### src/rtl/irq_pkg.sv
package irq_pkg;
  // number of restart-style vectored lines
  localparam int RST_LINES = 3;
  // trap + restart lines + general request
  localparam int SRC_W = RST_LINES + 2;
  localparam int TRAP_BIT = SRC_W - 1;

  // strobes from control to datapath
  typedef struct packed {
    logic                 clrTrap;
    logic [RST_LINES-1:0] clrRst;
    logic                 clrEnable;
  } ctrlStrobe_t;
endpackage

### src/rtl/irq_datapath.sv
module irq_datapath
  import irq_pkg::*;
#(
  parameter int                 VEC_W      = 16,
  parameter logic [VEC_W-1:0]   VEC_BASE   = 16'h0024,
  parameter logic [VEC_W-1:0]   VEC_STEP   = 16'h0008,
  parameter logic [RST_LINES-1:0] EDGE_LINES = 3'b100
) (
  input  logic                 clk,
  input  logic                 rstN,
  input  logic                 srcTrap,
  input  logic [RST_LINES-1:0] srcRst,
  input  logic                 srcGeneral,
  input  logic                 cfgWrite,
  input  logic [RST_LINES-1:0] cfgMask,
  input  logic                 cfgEnable,
  input  logic                 cfgClearEdge,
  input  ctrlStrobe_t          strobe,
  input  logic [SRC_W-1:0]     grant,
  output logic [SRC_W-1:0]     liveVec,
  output logic [VEC_W-1:0]     irqVector
);

  logic                 trapPrev;
  logic                 trapArmed;
  logic                 enQ;
  logic [RST_LINES-1:0] maskQ;
  logic [RST_LINES-1:0] rstLive;
  logic [VEC_W-1:0]     vecTable [RST_LINES];
  logic                 edgeClr;

  assign edgeClr = cfgWrite & cfgClearEdge;

  // trap: armed by a rising edge, held only while the pin stays high
  always_ff @(posedge clk or negedge rstN) begin
    if (!rstN) begin
      trapPrev  <= 1'b0;
      trapArmed <= 1'b0;
    end else begin
      trapPrev  <= srcTrap;
      trapArmed <= (srcTrap & ~trapPrev) | (trapArmed & srcTrap & ~strobe.clrTrap);
    end
  end

  // mask and global enable; a write beats the acknowledge clear
  always_ff @(posedge clk or negedge rstN) begin
    if (!rstN) begin
      maskQ <= '1;
      enQ   <= 1'b0;
    end else begin
      if (cfgWrite) maskQ <= cfgMask;
      if (cfgWrite)              enQ <= cfgEnable;
      else if (strobe.clrEnable) enQ <= 1'b0;
    end
  end

  // per-line sensing: edge-captured or level, chosen by EDGE_LINES
  for (genvar gi = 0; gi < RST_LINES; gi++) begin : gLine
    assign vecTable[gi] = VEC_BASE + VEC_STEP * VEC_W'(gi + 1);

    if (EDGE_LINES[gi]) begin : gEdge
      logic prevQ;
      logic pendQ;
      always_ff @(posedge clk or negedge rstN) begin
        if (!rstN) begin
          prevQ <= 1'b0;
          pendQ <= 1'b0;
        end else begin
          prevQ <= srcRst[gi];
          pendQ <= (srcRst[gi] & ~prevQ) |
                   (pendQ & ~strobe.clrRst[gi] & ~edgeClr);
        end
      end
      assign rstLive[gi] = pendQ & enQ & ~maskQ[gi];
    end else begin : gLevel
      assign rstLive[gi] = srcRst[gi] & enQ & ~maskQ[gi];
    end


    masked_line_chk: assert property (@(posedge clk) disable iff (!rstN)
      (cfgWrite && cfgMask[gi]) |=> !grant[gi+1]);
  end

  assign liveVec = {trapArmed & srcTrap, rstLive, srcGeneral & enQ};

  // vector of the granted line; general request carries no vector
  always_comb begin
    irqVector = '0;
    if (grant[TRAP_BIT]) irqVector = VEC_BASE;
    for (int i = 0; i < RST_LINES; i++) begin
      if (grant[i+1]) irqVector = vecTable[i];
    end
  end


  enable_drop_chk: assert property (@(posedge clk) disable iff (!rstN)
    (strobe.clrEnable && !cfgWrite) |=> (liveVec[SRC_W-2:0] == '0));


  trap_clear_chk: assert property (@(posedge clk) disable iff (!rstN)
    strobe.clrTrap |=> !liveVec[TRAP_BIT]);

endmodule

### src/rtl/irq_ctrl.sv
module irq_ctrl
  import irq_pkg::*;
(
  input  logic             clk,
  input  logic             rstN,
  input  logic [SRC_W-1:0] liveVec,
  input  logic             intAck,
  output logic [SRC_W-1:0] grant,
  output logic             irqReq,
  output logic             irqExtVector,
  output ctrlStrobe_t      strobe
);

  // fixed priority: the highest bit of liveVec wins
  always_comb begin
    logic found;
    grant = '0;
    found = 1'b0;
    for (int i = SRC_W - 1; i >= 0; i--) begin
      if (liveVec[i] && !found) begin
        grant[i] = 1'b1;
        found    = 1'b1;
      end
    end
  end

  assign irqReq       = |liveVec;
  assign irqExtVector = grant[0];

  always_comb begin
    strobe.clrTrap   = intAck & grant[TRAP_BIT];
    strobe.clrRst    = intAck ? grant[RST_LINES:1] : '0;
    strobe.clrEnable = intAck & (|grant[SRC_W-2:0]);
  end


  single_grant_chk: assert property (@(posedge clk) disable iff (!rstN)
    irqReq |-> ($countones(grant) == 1));


  idle_ack_chk: assert property (@(posedge clk) disable iff (!rstN)
    (intAck && !irqReq) |-> (strobe == '0));

endmodule

### src/rtl/irq_prio_ctrl.sv
module irq_prio_ctrl
  import irq_pkg::*;
#(
  parameter int                   VEC_W      = 16,
  parameter logic [VEC_W-1:0]     VEC_BASE   = 16'h0024,
  parameter logic [VEC_W-1:0]     VEC_STEP   = 16'h0008,
  parameter logic [RST_LINES-1:0] EDGE_LINES = 3'b100
) (
  input  logic                 clk,
  input  logic                 rstN,
  input  logic                 srcTrap,
  input  logic [RST_LINES-1:0] srcRst,
  input  logic                 srcGeneral,
  input  logic                 cfgWrite,
  input  logic [RST_LINES-1:0] cfgMask,
  input  logic                 cfgEnable,
  input  logic                 cfgClearEdge,
  input  logic                 intAck,
  output logic                 irqReq,
  output logic [VEC_W-1:0]     irqVector,
  output logic                 irqExtVector
);

  logic [SRC_W-1:0] liveVec;
  logic [SRC_W-1:0] grant;
  ctrlStrobe_t      strobe;

  irq_datapath #(
    .VEC_W(VEC_W), .VEC_BASE(VEC_BASE), .VEC_STEP(VEC_STEP), .EDGE_LINES(EDGE_LINES)
  ) i_datapath (
    .clk(clk), .rstN(rstN),
    .srcTrap(srcTrap), .srcRst(srcRst), .srcGeneral(srcGeneral),
    .cfgWrite(cfgWrite), .cfgMask(cfgMask), .cfgEnable(cfgEnable),
    .cfgClearEdge(cfgClearEdge),
    .strobe(strobe), .grant(grant),
    .liveVec(liveVec), .irqVector(irqVector)
  );

  irq_ctrl i_ctrl (
    .clk(clk), .rstN(rstN),
    .liveVec(liveVec), .intAck(intAck),
    .grant(grant), .irqReq(irqReq), .irqExtVector(irqExtVector),
    .strobe(strobe)
  );


  trap_vec_chk: assert property (@(posedge clk) disable iff (!rstN)
    liveVec[TRAP_BIT] |-> (irqReq && !irqExtVector && irqVector == VEC_BASE));


  ext_vec_chk: assert property (@(posedge clk) disable iff (!rstN)
    irqExtVector |-> (irqReq && irqVector == '0));

endmodule

### config.mk
export PLATFORM = sky130hd
export DESIGN_NAME = irq_prio_ctrl
export DESIGN_NICKNAME = d
export VERILOG_FILES = /design/src/rtl/irq_pkg.sv /design/src/rtl/irq_datapath.sv /design/src/rtl/irq_ctrl.sv /design/src/rtl/irq_prio_ctrl.sv
export SDC_FILE = /design/constraint.sdc
export NUM_CORES = 1
export LEC_CHECK = 0
export ABC_CLOCK_PERIOD_IN_PS = 1230
export BUFFER_PORTS_ARGS = -buffer_cell sky130_fd_sc_hd__buf_4
export CORE_AREA = 2 2 39 41
export CTS_BUF_LIST = sky130_fd_sc_hd__clkbuf_4 sky130_fd_sc_hd__clkbuf_8 sky130_fd_sc_hd__clkbuf_16
export CTS_CLUSTER_SIZE = 25
export DETAILED_ROUTE_END_ITERATION = 10
export DIE_AREA = 0 0 41 43
export GPL_TIMING_DRIVEN = 1
export PLACE_DENSITY = 0.84
export SLEW_MARGIN = 20
export SYNTH_ARGS = -nofsm -noshare
export SYNTH_HDL_FRONTEND = slang
export SYNTH_SLANG_ARGS = --single-unit
### constraint.sdc
create_clock -name clk -period 1.23 [get_ports clk]
set_input_delay 0.0615 -clock clk [delete_from_list [all_inputs] [get_ports clk]]
set_output_delay 0.0615 -clock clk [all_outputs]
set_load 0.02 [all_outputs]
Word level (Yosys, flattened, before mapping)
Cells that the tools add are included.
{"block": "word_totals", "out_inout_bits": 18, "wordCells": 58, "input_bits": 14, "ff_bits": 8}
{"block": "classes", "reduce_logical": 11, "bitwise_logic": 26, "muxes": 15}
{"cell": "$mux 16", "n": 3}
{"cell": "$and 1x1->1", "n": 16}
{"cell": "$mux 1", "n": 10}
{"cell": "$not 1->1", "n": 8}
{"cell": "$mux 6", "n": 1}
{"cell": "$reduce_or 5->1", "n": 1}
{"cell": "$logic_and 1x1->1", "n": 4}
{"cell": "$logic_not 1->1", "n": 4}
{"cell": "$reduce_or 4->1", "n": 1}
{"cell": "$mux 3", "n": 1}
{"cell": "$or 1x1->1", "n": 2}
{"cell": "$reduce_bool 2->1", "n": 1}

Longest topological paths before layout
Gate-level depths: netlist of run 1.
{"block": "logic_depth", "depth_word": 18, "ltp_mapped": 4, "depth_no_buf": 3}

Modules after synthesis
From an unflattened synthesis of run 1, not the netlist that was laid out.
{"block": "unflattened", "cells_unflattened": 61, "hier_area_um2": 558.0}
{"module": "irq_datapath", "area_per_inst_um2": 447.9, "cells_each": 46, "seq_area_each_um2": 203.9, "instances": 1}
{"module": "irq_ctrl", "area_per_inst_um2": 110.1, "cells_each": 15, "seq_area_each_um2": 0.0, "instances": 1}

Worst setup path before layout of run 1
Ideal clock, no wire load.
{"block": "synth_timing", "kind": "register to output", "start": "register i_datapath.maskQ[2]", "end": "output irqVector[5]", "required_time_ns": 1.168, "path_slack_ns": -0.216, "path_stages_with_launch": 5, "path_buffers": 1, "arrival_ns": 1.385, "cell_sequence": "dfstp_2 > nor2b_2 > nor3_1 > o21ai_0 > buf_4"}
{"block": "synth_via", "elab_chain_cells": 13, "elab_cells_between_ends": 15, "cone_classes": "mux: 8; bitwise: 2; reduce/logical: 5"}
{"element": "start, declared", "line": "irq_datapath.sv:27", "rtl": "logic [RST_LINES-1:0] maskQ;"}
{"element": "start signal, assigned", "line": "irq_datapath.sv:51", "rtl": "if (cfgWrite) maskQ <= cfgMask;"}
{"element": "$not 1->1 *", "line": "irq_datapath.sv:74", "rtl": "assign rstLive[gi] = pendQ & enQ & ~maskQ[gi];"}
{"element": "$and 1x1->1 *", "line": "irq_datapath.sv:74"}
{"element": "$logic_and 1x1->1 *", "line": "irq_ctrl.sv:20", "rtl": "if (liveVec[i] && !found) begin"}
{"element": "$mux 1", "line": "irq_ctrl.sv:20"}
{"element": "$logic_not 1->1", "line": "irq_ctrl.sv:20"}
{"element": "$logic_and 1x1->1", "line": "irq_ctrl.sv:20"}
{"element": "$mux 1", "line": "irq_ctrl.sv:20"}
{"element": "$logic_not 1->1", "line": "irq_ctrl.sv:20"}
{"element": "$logic_and 1x1->1", "line": "irq_ctrl.sv:20"}
{"element": "$mux 1", "line": "irq_ctrl.sv:20"}
{"element": "$mux 16 (2 in a row)", "line": "irq_datapath.sv:91", "rtl": "if (grant[i+1]) irqVector = vecTable[i];"}
{"element": "$mux 16 *", "line": "irq_datapath.sv:91"}
{"element": "end, declared", "line": "irq_prio_ctrl.sv:20", "rtl": "output logic [VEC_W-1:0] irqVector,"}
Mark *: on every way between the ends. The rest lies on a longest branch, timed or not.

Worst setup path in the final report of run 1
{"block": "layout_timing", "start": "register i_datapath.maskQ[0]", "end": "output irqVector[2]"}
{"block": "layout_via", "elab_chain_cells": 7}
{"element": "$not 1->1", "line": "irq_datapath.sv:76", "rtl": "assign rstLive[gi] = srcRst[gi] & enQ & ~maskQ[gi];"}
{"element": "$and 1x1->1", "line": "irq_datapath.sv:76"}
{"element": "$logic_and 1x1->1", "line": "irq_ctrl.sv:20"}
{"element": "$mux 1", "line": "irq_ctrl.sv:20"}
{"element": "$mux 16 (3 in a row)", "line": "irq_datapath.sv:91"}
Every way passes these cells.

==> results.yml, run 1 <==
run_status:
  status: "finished with violations"
  violations: "negative setup slack"
synthesis:
  yosys-top-cells-area: "dfrtp_1 24%, buf_4 19%, dfstp_2 15%"
  async_flop_share_pct: 100.0
  synth-edff-count: 0
  synth_commonest_cells: "13 x buf_4, 5 x dfrtp_1, 4 x nand2_1"
  synth-warning-count: 0
  syn_area_um2: 511.7
  synth-seq-area-share_pct: 39.85
  ys_types: 22
  yosysTopAreaCell: "dfrtp_1"
  synth_seq_cells: 8
  synth_ff_type: "dfrtp_1"
  yosysTopAreaCellShare_pct: 24.45
  synth.most_common_cell: "buf_4"
  synth_cells: 51
  avgSynthCellArea_um2: 10.03
detailed_routing:
  wl_per_cell_um: 11.00
  via_per_inst: 4.438
  drc_errors: 0
  drt_iter0_drc: 1
  dr.pass1.iters: 2
  ant_nets: 0
  highest_layer: "met4"
  route.final.wire_length_mm: 1.056
  wl_met1_um: 437
  wl_met3_um: 76
  vias: 426
  wl_met2_um: 518
floorplan:
  dieHeight_um: 43
  start_util_pct: 36.98
  row_count: 14
  die_area_mm2: 0.001763
  core_mm2: 0.001384
  die_width_um: 41
  pin_count: 32
place:
  placed_area_um2: 629.4
  portBuffers: 19
  hpwl_um: 761.3
  gp_congestion: 0.7667
sta:
  finalSetupViolCount: 6
  rsz0062_at_grt: "true"
  hold_viol_final: 0
  tns_ns: -1.081
  fin_ws_ns: -0.2474
  fin_crit_sh_pct: 120.1
  report.final.slew_viol_count: 0
  finClkSkew_ns: 0.002516
  max_freq_mhz: 676.9
  post-route-min-period_ns: 1.477
worst_setup_path:
  required_ns: 1.17
  timing.rr.start: "i_datapath.maskQ[0]$_DFFE_PN1P_"
  cp_num_buf_inv: 2
  startpoint_type: "flop"
  crit_type: "reg2out"
  crit_chain: "nor2b_4, nor3_2, buf_4, o21ai_2, buf_6"
  r2r_cells: 3
  endpoint: "irqVector[2]"
  crit_slowest_cell: "dfstp_2"
  reg2reg_slack_ns: 0.15
  path_max_fanout: 3
  worstSetupEndpointType: "primary output"
  path_delay_family: "flip-flops"
  crit_path_start: "i_datapath.maskQ[0]$_DFFE_PN1P_"
  crit_cells: 5
  cpPeakStageDelay_ns: 0.55
  arrival_ns: 1.42
  timing.rr.end: "i_datapath.enQ$_DFFE_PN0P_"
layout:
  nNetsFinal: 95
  fin_area_um2: 758.2
  area_growth_syn_to_layout_pct: 48.17
  drive_gt1_share_pct: 51.25
  nFillCells: 132
  multi_input_area_um2: 271.5
  num_antenna_cells: 0
  seq_area_um2: 203.9
clocking:
  clk_latency_ns: 0.27
  cts_max_level: 1
  cts_made_buffers: 3
  path_clk_slew_ns: 0.06
  cts_tree: "built"
  clkSinkCount: 8
  cts_buffer_depth: 2
  clock-root-buffer: "clkbuf_4"
min_path:
  whs_path_depth: 2
  hp-class: "in2reg"
  hold_start: "cfgMask[2]"
global_routing:
  grt_pass1_wl_mm: 1.676
  antenna_found_initial: 0
  gr-total-overflow: 0
  grt_pass1_vias: 421
  track_usage_pct: 14.66
  grt_max_degree: 9
power:
  power.leakage_nw: 0.3771
  irDropWorstVdd_mv: 0.5524
  power_density_mw_per_mm2: 1149
run:
  cap_viol_max_count: 0
==> routing by layer <==
layer  vias up  track usage (%)
li1        202                -
met1       200            16.50
met2        21            22.81
met3         3            3.665
met4         0            10.00
met5         -                0
==> worst min-delay path by stage <==
stage,slack [ns],endpoint
after global routing,0.03,i_datapath.maskQ[2]$_DFFE_PN1P_
final,0.03,i_datapath.maskQ[2]$_DFFE_PN1P_
after global placement,-0.12,i_datapath.gLine[2].gEdge.pendQ$_DFF_PN0_
after floorplan,-0.23,i_datapath.enQ$_DFFE_PN0P_
after CTS,0.02,i_datapath.maskQ[2]$_DFFE_PN1P_
after detailed placement,-0.11,i_datapath.gLine[2].gEdge.pendQ$_DFF_PN0_
==> kinds of logic after synthesis <==
| kind of cell | synth area share [%] |
|---|---|
| AND/OR/NAND/NOR | 19.80 |
| multiplexers | 8.801 |
| flip-flops | 39.85 |
| other | 0.7328 |
| buffers and inverters | 20.54 |
| AO/OA/AOI/OAI | 10.27 |
==> placed cells by master (no fill, tap or decap), drive strengths merged <==
cell and count:
dfrtp 5, a21oi 1, buf 24, inv 2, nand2 4, nand2b 2, nor3 1, and3 1
conb 12, o21ai 2, a32o 1, o31a 1, a21boi 2, nand3b 1, dlygate4sd3 3, nor4 1
nor2b 3, nor2 3, clkbuf 4, dfstp 3, mux2 4
==> where the power goes <==
group	leakage [nW]	switching, mW	internal [mW]
registers	0.0912	0.0202	0.295
logic	0.268	0.150	0.152
clock network	0.0184	0.106	0.147
==> through the flow <==
stage | hold WS (ns) | util, % | power [mW] | setup slack (ns) | std cells
after floorplan | -0.2341 | - | 0.4964 | 0.03026 | 62
after global placement | -0.1199 | 45.48 | 0.5552 | 0.02585 | 85
after detailed placement | -0.1128 | 45.48 | 0.5623 | 0.02059 | 85
after CTS | 0.01869 | 53.98 | 0.8726 | -0.2196 | 95
after global routing | 0.02517 | 54.79 | 0.9150 | -0.2715 | 96
final | 0.02839 | 54.79 | 0.8710 | -0.2474 | 96
==> state kept, by name (all words and copies together) (netlist names) <==
name and count:
i_datapath.trapPrev 1, i_datapath.maskQ 3, i_datapath.enQ 1, i_datapath.gLine.gEdge.pendQ 1, i_datapath.gLine.gEdge.prevQ 1, i_datapath.trapArmed 1
==> layout make-up <==
cell class,instances,area share (%)
repair buffers,27,29.70
inverters,2,0.9901
flip-flops and latches,8,26.90
multi-input cells,39,35.81
well taps,16,2.640
clock buffers,4,3.960
==> repair_timing <==
action / 4_1_cts / 5_1_grt
endpoints found under the hold margin: 10 / 0
resized for setup: 8 / 1
setup endpoints to repair: 6 / 6
buffers inserted: 3 / 1
pin swaps: 3 / 3
hold buffers: 3 / 0
No activity file was read; power rests on OpenSTA's default activity.
==> run 2: changes to the inputs <==
- CORE_AREA: 2 2 39 41 -> default
- CORE_MARGIN: default -> 2
- CORE_UTILIZATION: default -> 41
- CTS_BUF_LIST: sky130_fd_sc_hd__clkbuf_4 sky130_fd_sc_hd__clkbuf_8 sky130_fd_sc_hd__clkbuf_16 -> default
- DIE_AREA: 0 0 41 43 -> default
- PLACE_DENSITY: 0.84 -> 0.86
- SLEW_MARGIN: 20 -> default
- SYNTH_HIERARCHICAL: default -> 1
==> run 2 against run 1 <==
Compared with the run above: the flow still finishes with violations (negative setup slack); sequential share of layout area decreased by 4.1 points; setup slack got worse by 0.33 ns; synthesized cell count increased by 14%; total power decreased by 0.63%; die area decreased by 8.2%; area after synthesis increased by 5.1%; non-clock buffer count increased by 10; critical path depth unchanged; combinational power increased by 15%; critical endpoint unchanged; largest power group is now combinational cells.
==> results.yml, run 2 <==
power:
  power_density_mw_per_mm2: 967.4
  irDropWorstVdd_mv: 0.6915
  power.leakage_nw: 0.4491
floorplan:
  core_mm2: 0.001269
  die_area_mm2: 0.001618
  die_width_um: 40.23
  dieHeight_um: 40.23
  pin_count: 32
  row_count: 13
  start_util_pct: 42.41
clocking:
  cts_made_buffers: 3
  path_clk_slew_ns: 0.05
  cts_buffer_depth: 2
  clkSinkCount: 8
  cts_max_level: 1
  clock-root-buffer: "clkbuf_4"
  cts_tree: "built"
  clk_latency_ns: 0.25
worst_setup_path:
  arrival_ns: 1.74
  crit_type: "reg2out"
  path_max_fanout: 3
  required_ns: 1.17
  startpoint_type: "flop"
  worstSetupEndpointType: "primary output"
detailed_routing:
  route.final.wire_length_mm: 1.141
  via_per_inst: 4.459
  ant_nets: 0
  drc_errors: 0
  dr.pass1.iters: 4
  wl_per_cell_um: 10.28
  vias: 495
  drt_iter0_drc: 1
layout:
  top_register: "i_datapath/maskQ"
  nNetsFinal: 111
  layout_common_cells: "24 x buf_4, 12 x conb_1, 10 x buf_6"
  drive_gt1_share_pct: 57.29
  largest_reg_flops: 3
  num_antenna_cells: 0
  finalCoreUtilization_pct: 70.51
  area_growth_syn_to_layout_pct: 66.28
  final_common_cell: "buf_4"
  fin_area_um2: 894.6
sta:
  report.final.slew_viol_count: 0
  finClkSkew_ns: 0.004368
  max_freq_mhz: 554.4
  fin_crit_sh_pct: 146.6
  rsz0062_at_grt: "true"
  hold_viol_final: 0
  tns_ns: -2.733
  fin_ws_ns: -0.5737
  finalSetupViolCount: 7
  post-route-min-period_ns: 1.804
global_routing:
  track_usage_pct: 15.43
  antenna_found_initial: 0
  grt_pass1_wl_mm: 1.662
  grt_pass1_vias: 441
  gr-total-overflow: 0
  grt_max_degree: 9
run_status:
  status: "finished with violations"
  violations: "negative setup slack"
place:
  gp_congestion: 0.6839
  hpwl_um: 809.7
  placed_area_um2: 705.7
  portBuffers: 19
synthesis:
  synth-warning-count: 6
  synth_cells: 58
  syn_area_um2: 538.0
  avgSynthCellArea_um2: 9.276
min_path:
  hp-class: "in2reg"
run:
  cap_viol_max_count: 0
run 2: power breakdown:
group / leakage [nW] / internal (mW) / switching, mW
Combinational: 0.343 / 0.190 / 0.158
Clock: 0.0150 / 0.124 / 0.0843
Sequential: 0.0912 / 0.294 / 0.0148
run 2: metal layers:
| metal | part of all wire (%) | vias to the layer above | global-route usage, % |
|---|---|---|---|
| met5 | 0 | - | 0 |
| met4 | 0 | 0 | 7.500 |
| met3 | 5.7 | 0 | 0.5556 |
| met2 | 61 | 21 | 31.45 |
| met1 | 33 | 232 | 15.52 |
| li1 | - | 242 | - |
run 2: critical path, cell delays in order (launching register included):
cell and delay [ns]:
dfstp_2 0.55, nor2_4 0.05, and2b_2 0.19, or2_4 0.22, or3_4 0.34, buf_6 0.14
run 2: final cells by class:
type / instances / area [um2]
Fill cell: 89 / 374.1
Timing Repair Buffer: 37 / 322.8
Multi-Input combinational cell: 44 / 311.5
Sequential cell: 8 / 203.9
Clock buffer: 4 / 26.28
Tap cell: 15 / 18.77
Inverter: 3 / 11.26
run 2: repair_timing:
item                                   in CTS  in global routing
hold buffers                                3                  0
resized for setup                          19                  3
buffers inserted                            6                  2
setup endpoints to repair                   8                  8
pin swaps                                   7                  8
endpoints found under the hold margin      10                  0
run 2: through the flow:
step	hold WS (ns)	total power, mW	worst slack (ns)	std cells
2_1_floorplan	-0.2341	0.4888	-0.4752	69
3_3_place_gp	-0.1196	0.5659	-0.2946	97
3_5_place_dp	-0.1189	0.5734	-0.3184	97
4_1_cts	0.02655	0.8711	-0.5788	110
5_1_grt	0.03041	0.9254	-0.6464	111
6_report	0.03445	0.8655	-0.5737	111
run 2: final timing paths:
path	start	endpoint	slack [ns]	cells after the start
hold / removal	cfgMask[1]	i_datapath/maskQ[1]$_DFFE_PN1P_	0.03	2
setup reg to reg	i_datapath/maskQ[2]$_DFFE_PN1P_	i_datapath/enQ$_DFFE_PN0P_	-0.18	7
hold reg to reg	i_datapath/trapPrev$_DFF_PN0_	i_datapath/trapArmed$_DFF_PN0_	0.41	1
setup / recovery	i_datapath/maskQ[2]$_DFFE_PN1P_	irqVector[2]	-0.57	5
max in group asynchronous	rstN	i_datapath/maskQ[1]$_DFFE_PN1P_	0.82	2
min in group asynchronous	rstN	i_datapath/gLine[2].gEdge.prevQ$_DFF_PN0_	0.20	2
==> run 3: changes to the inputs <==
- CELL_PAD_IN_SITES_DETAIL_PLACEMENT: default -> 0
- CELL_PAD_IN_SITES_GLOBAL_PLACEMENT: default -> 1
- CORE_UTILIZATION: 41 -> 29
- PLACE_DENSITY: 0.86 -> 0.87
==> run 3 against run 2 <==
Compared with the run above: via count is 3.6% higher; clock skew shrank 0.0016 ns; combinational power increased by 15%; non-clock buffer count rose by 5; critical endpoint unchanged; setup slack worse by 0.0051 ns; total power up 6.2%; the flow still finishes with violations (negative setup slack); worst hold slack lost 0.011 ns; clock power about the same.
==> results.yml, run 3 (same netlist as run 2, synthesis figures left out) <==
sta:
  hold_viol_final: 0
  finalSetupViolCount: 8
  max_freq_mhz: 552.8
  fin_ws_ns: -0.5788
  post-route-min-period_ns: 1.809
  hold_slack_ns: 0.02348
  report.final.slew_viol_count: 0
  rsz0062_at_grt: "true"
  fin_crit_sh_pct: 147.1
  finClkSkew_ns: 0.002818
detailed_routing:
  route.final.wire_length_mm: 1.211
  ant_nets: 0
  vias: 513
  dr.pass1.iters: 2
  drt_iter0_drc: 7
  via_per_inst: 4.071
  drc_errors: 0
  wl_per_cell_um: 9.611
min_path:
  hp-class: "in2reg"
  holdPathEnd: "i_datapath/trapPrev$_DFF_PN0_"
  hold_start: "srcTrap"
  whs_path_depth: 2
clocking:
  clkSinkCount: 8
  cts_max_level: 1
  cts_made_buffers: 3
  path_clk_slew_ns: 0.05
  clock-root-buffer: "clkbuf_4"
  cts_tree: "built"
  clk_latency_ns: 0.25
  cts_buffer_depth: 2
worst_setup_path:
  arrival_ns: 1.75
  startpoint_type: "flop"
  required_ns: 1.17
  cpPeakStageDelay_ns: 0.55
  crit_slowest_cell: "dfstp_2"
  r2r_cells: 8
  path_max_fanout: 3
  worstSetupEndpointType: "primary output"
  reg2reg_slack_ns: -0.18
  timing.rr.end: "i_datapath/enQ$_DFFE_PN0P_"
  timing.rr.start: "i_datapath/enQ$_DFFE_PN0P_"
  cp_num_buf_inv: 1
  crit_type: "reg2out"
  path_delay_family: "simple AND/OR/NAND/NOR gates"
  crit_chain: "nor2_4, and2b_2, or2_4, or3_4, buf_6"
global_routing:
  antenna_found_initial: 0
  track_usage_pct: 11.50
  grt_max_degree: 9
  grt_pass1_vias: 457
  gr-total-overflow: 0
  grt_pass1_wl_mm: 1.821
layout:
  largest_reg_flops: 3
  nNetsFinal: 116
  top_register: "i_datapath/maskQ"
  area_growth_syn_to_layout_pct: 86.74
  layout_common_cells: "23 x buf_4, 17 x buf_6, 12 x conb_1"
  num_antenna_cells: 0
  drive_gt1_share_pct: 64.36
  final_common_cell: "buf_4"
place:
  portBuffers: 19
  pre_cts_ws_ns: -0.4000
  hpwl_um: 795.6
  gp_congestion: 0.7802
power:
  power_density_mw_per_mm2: 915.2
  power.leakage_nw: 0.4979
  irDropWorstVdd_mv: 0.4994
run_status:
  status: "finished with violations"
  violations: "negative setup slack"
floorplan:
  die_area_mm2: 0.002216
  die_width_um: 47.07
  row_count: 15
  pin_count: 32
  start_util_pct: 31.16
  core_mm2: 0.001727
  dieHeight_um: 47.07
run:
  cap_viol_max_count: 0
run 3: per-stage QoR:
stage               power (mW)  util, %  instances  cell area, um2  TNS, ns
finish                  0.9195    58.19        126            1005   -3.027
global placement        0.5643    41.59        107           718.2  -0.9071
detailed placement      0.5689    41.59        107           718.2   -1.139
CTS                     0.8900    54.49        122           940.9   -2.704
global route            0.9773    58.19        126            1005   -3.497
floorplan               0.4888        -         69           589.3  -0.7748
run 3: worst max-delay path by stage:
stage	startpoint	endpoint	slack, ns	cells after the start
global placement	i_datapath/enQ$_DFFE_PN0P_	irqVector[5]	-0.33	7
floorplan	i_datapath/enQ$_DFFE_PN0P_	irqVector[5]	-0.48	7
finish	i_datapath/maskQ[2]$_DFFE_PN1P_	irqVector[2]	-0.58	5
detailed placement	i_datapath/gLine[2].gEdge.pendQ$_DFF_PN0_	irqVector[5]	-0.40	7
CTS	i_datapath/maskQ[2]$_DFFE_PN1P_	irqVector[5]	-0.58	5
global route	i_datapath/enQ$_DFFE_PN0P_	irqVector[2]	-0.63	7
run 3: final cells by class:
cell class | count | area, um2
repair buffers | 42 | 384.1
well taps | 25 | 31.28
flip-flops and latches | 8 | 203.9
clock buffers | 4 | 26.28
inverters | 3 | 11.26
fillers | 151 | 721.9
multi-input cells | 44 | 347.8
run 3: worst reg2reg max path: stages (launching register included):
cell and delay (ns):
dfrtp_1 0.40, buf_6 0.13, buf_6 0.11, buf_6 0.11
and2_4 0.13, buf_6 0.11, nor4_4 0.14, nor3b_1 0.08
o21ai_1 0.12
run 3: where the power goes:
group	switching [mW]	internal (mW)	total, mW
Sequential	0.0179	0.295	0.312
Combinational	0.174	0.226	0.400
Clock	0.0834	0.124	0.207
run 3: metal layers:
layer	vias to the layer above	routed length (um)	GRT usage, %
met5	-	0	0
met4	0	0	5.000
met3	0	69	1.154
met2	20	661	20.82
met1	242	480	13.65
li1	251	-	-
run 3: repair_timing:
action | in CTS | in global routing
hold buffers | 2 | 0
gates resized for setup | 29 | 7
setup endpoints to repair | 8 | 8
pin swaps | 11 | 7
hold endpoints to repair | 9 | 0
buffers inserted | 9 | 4
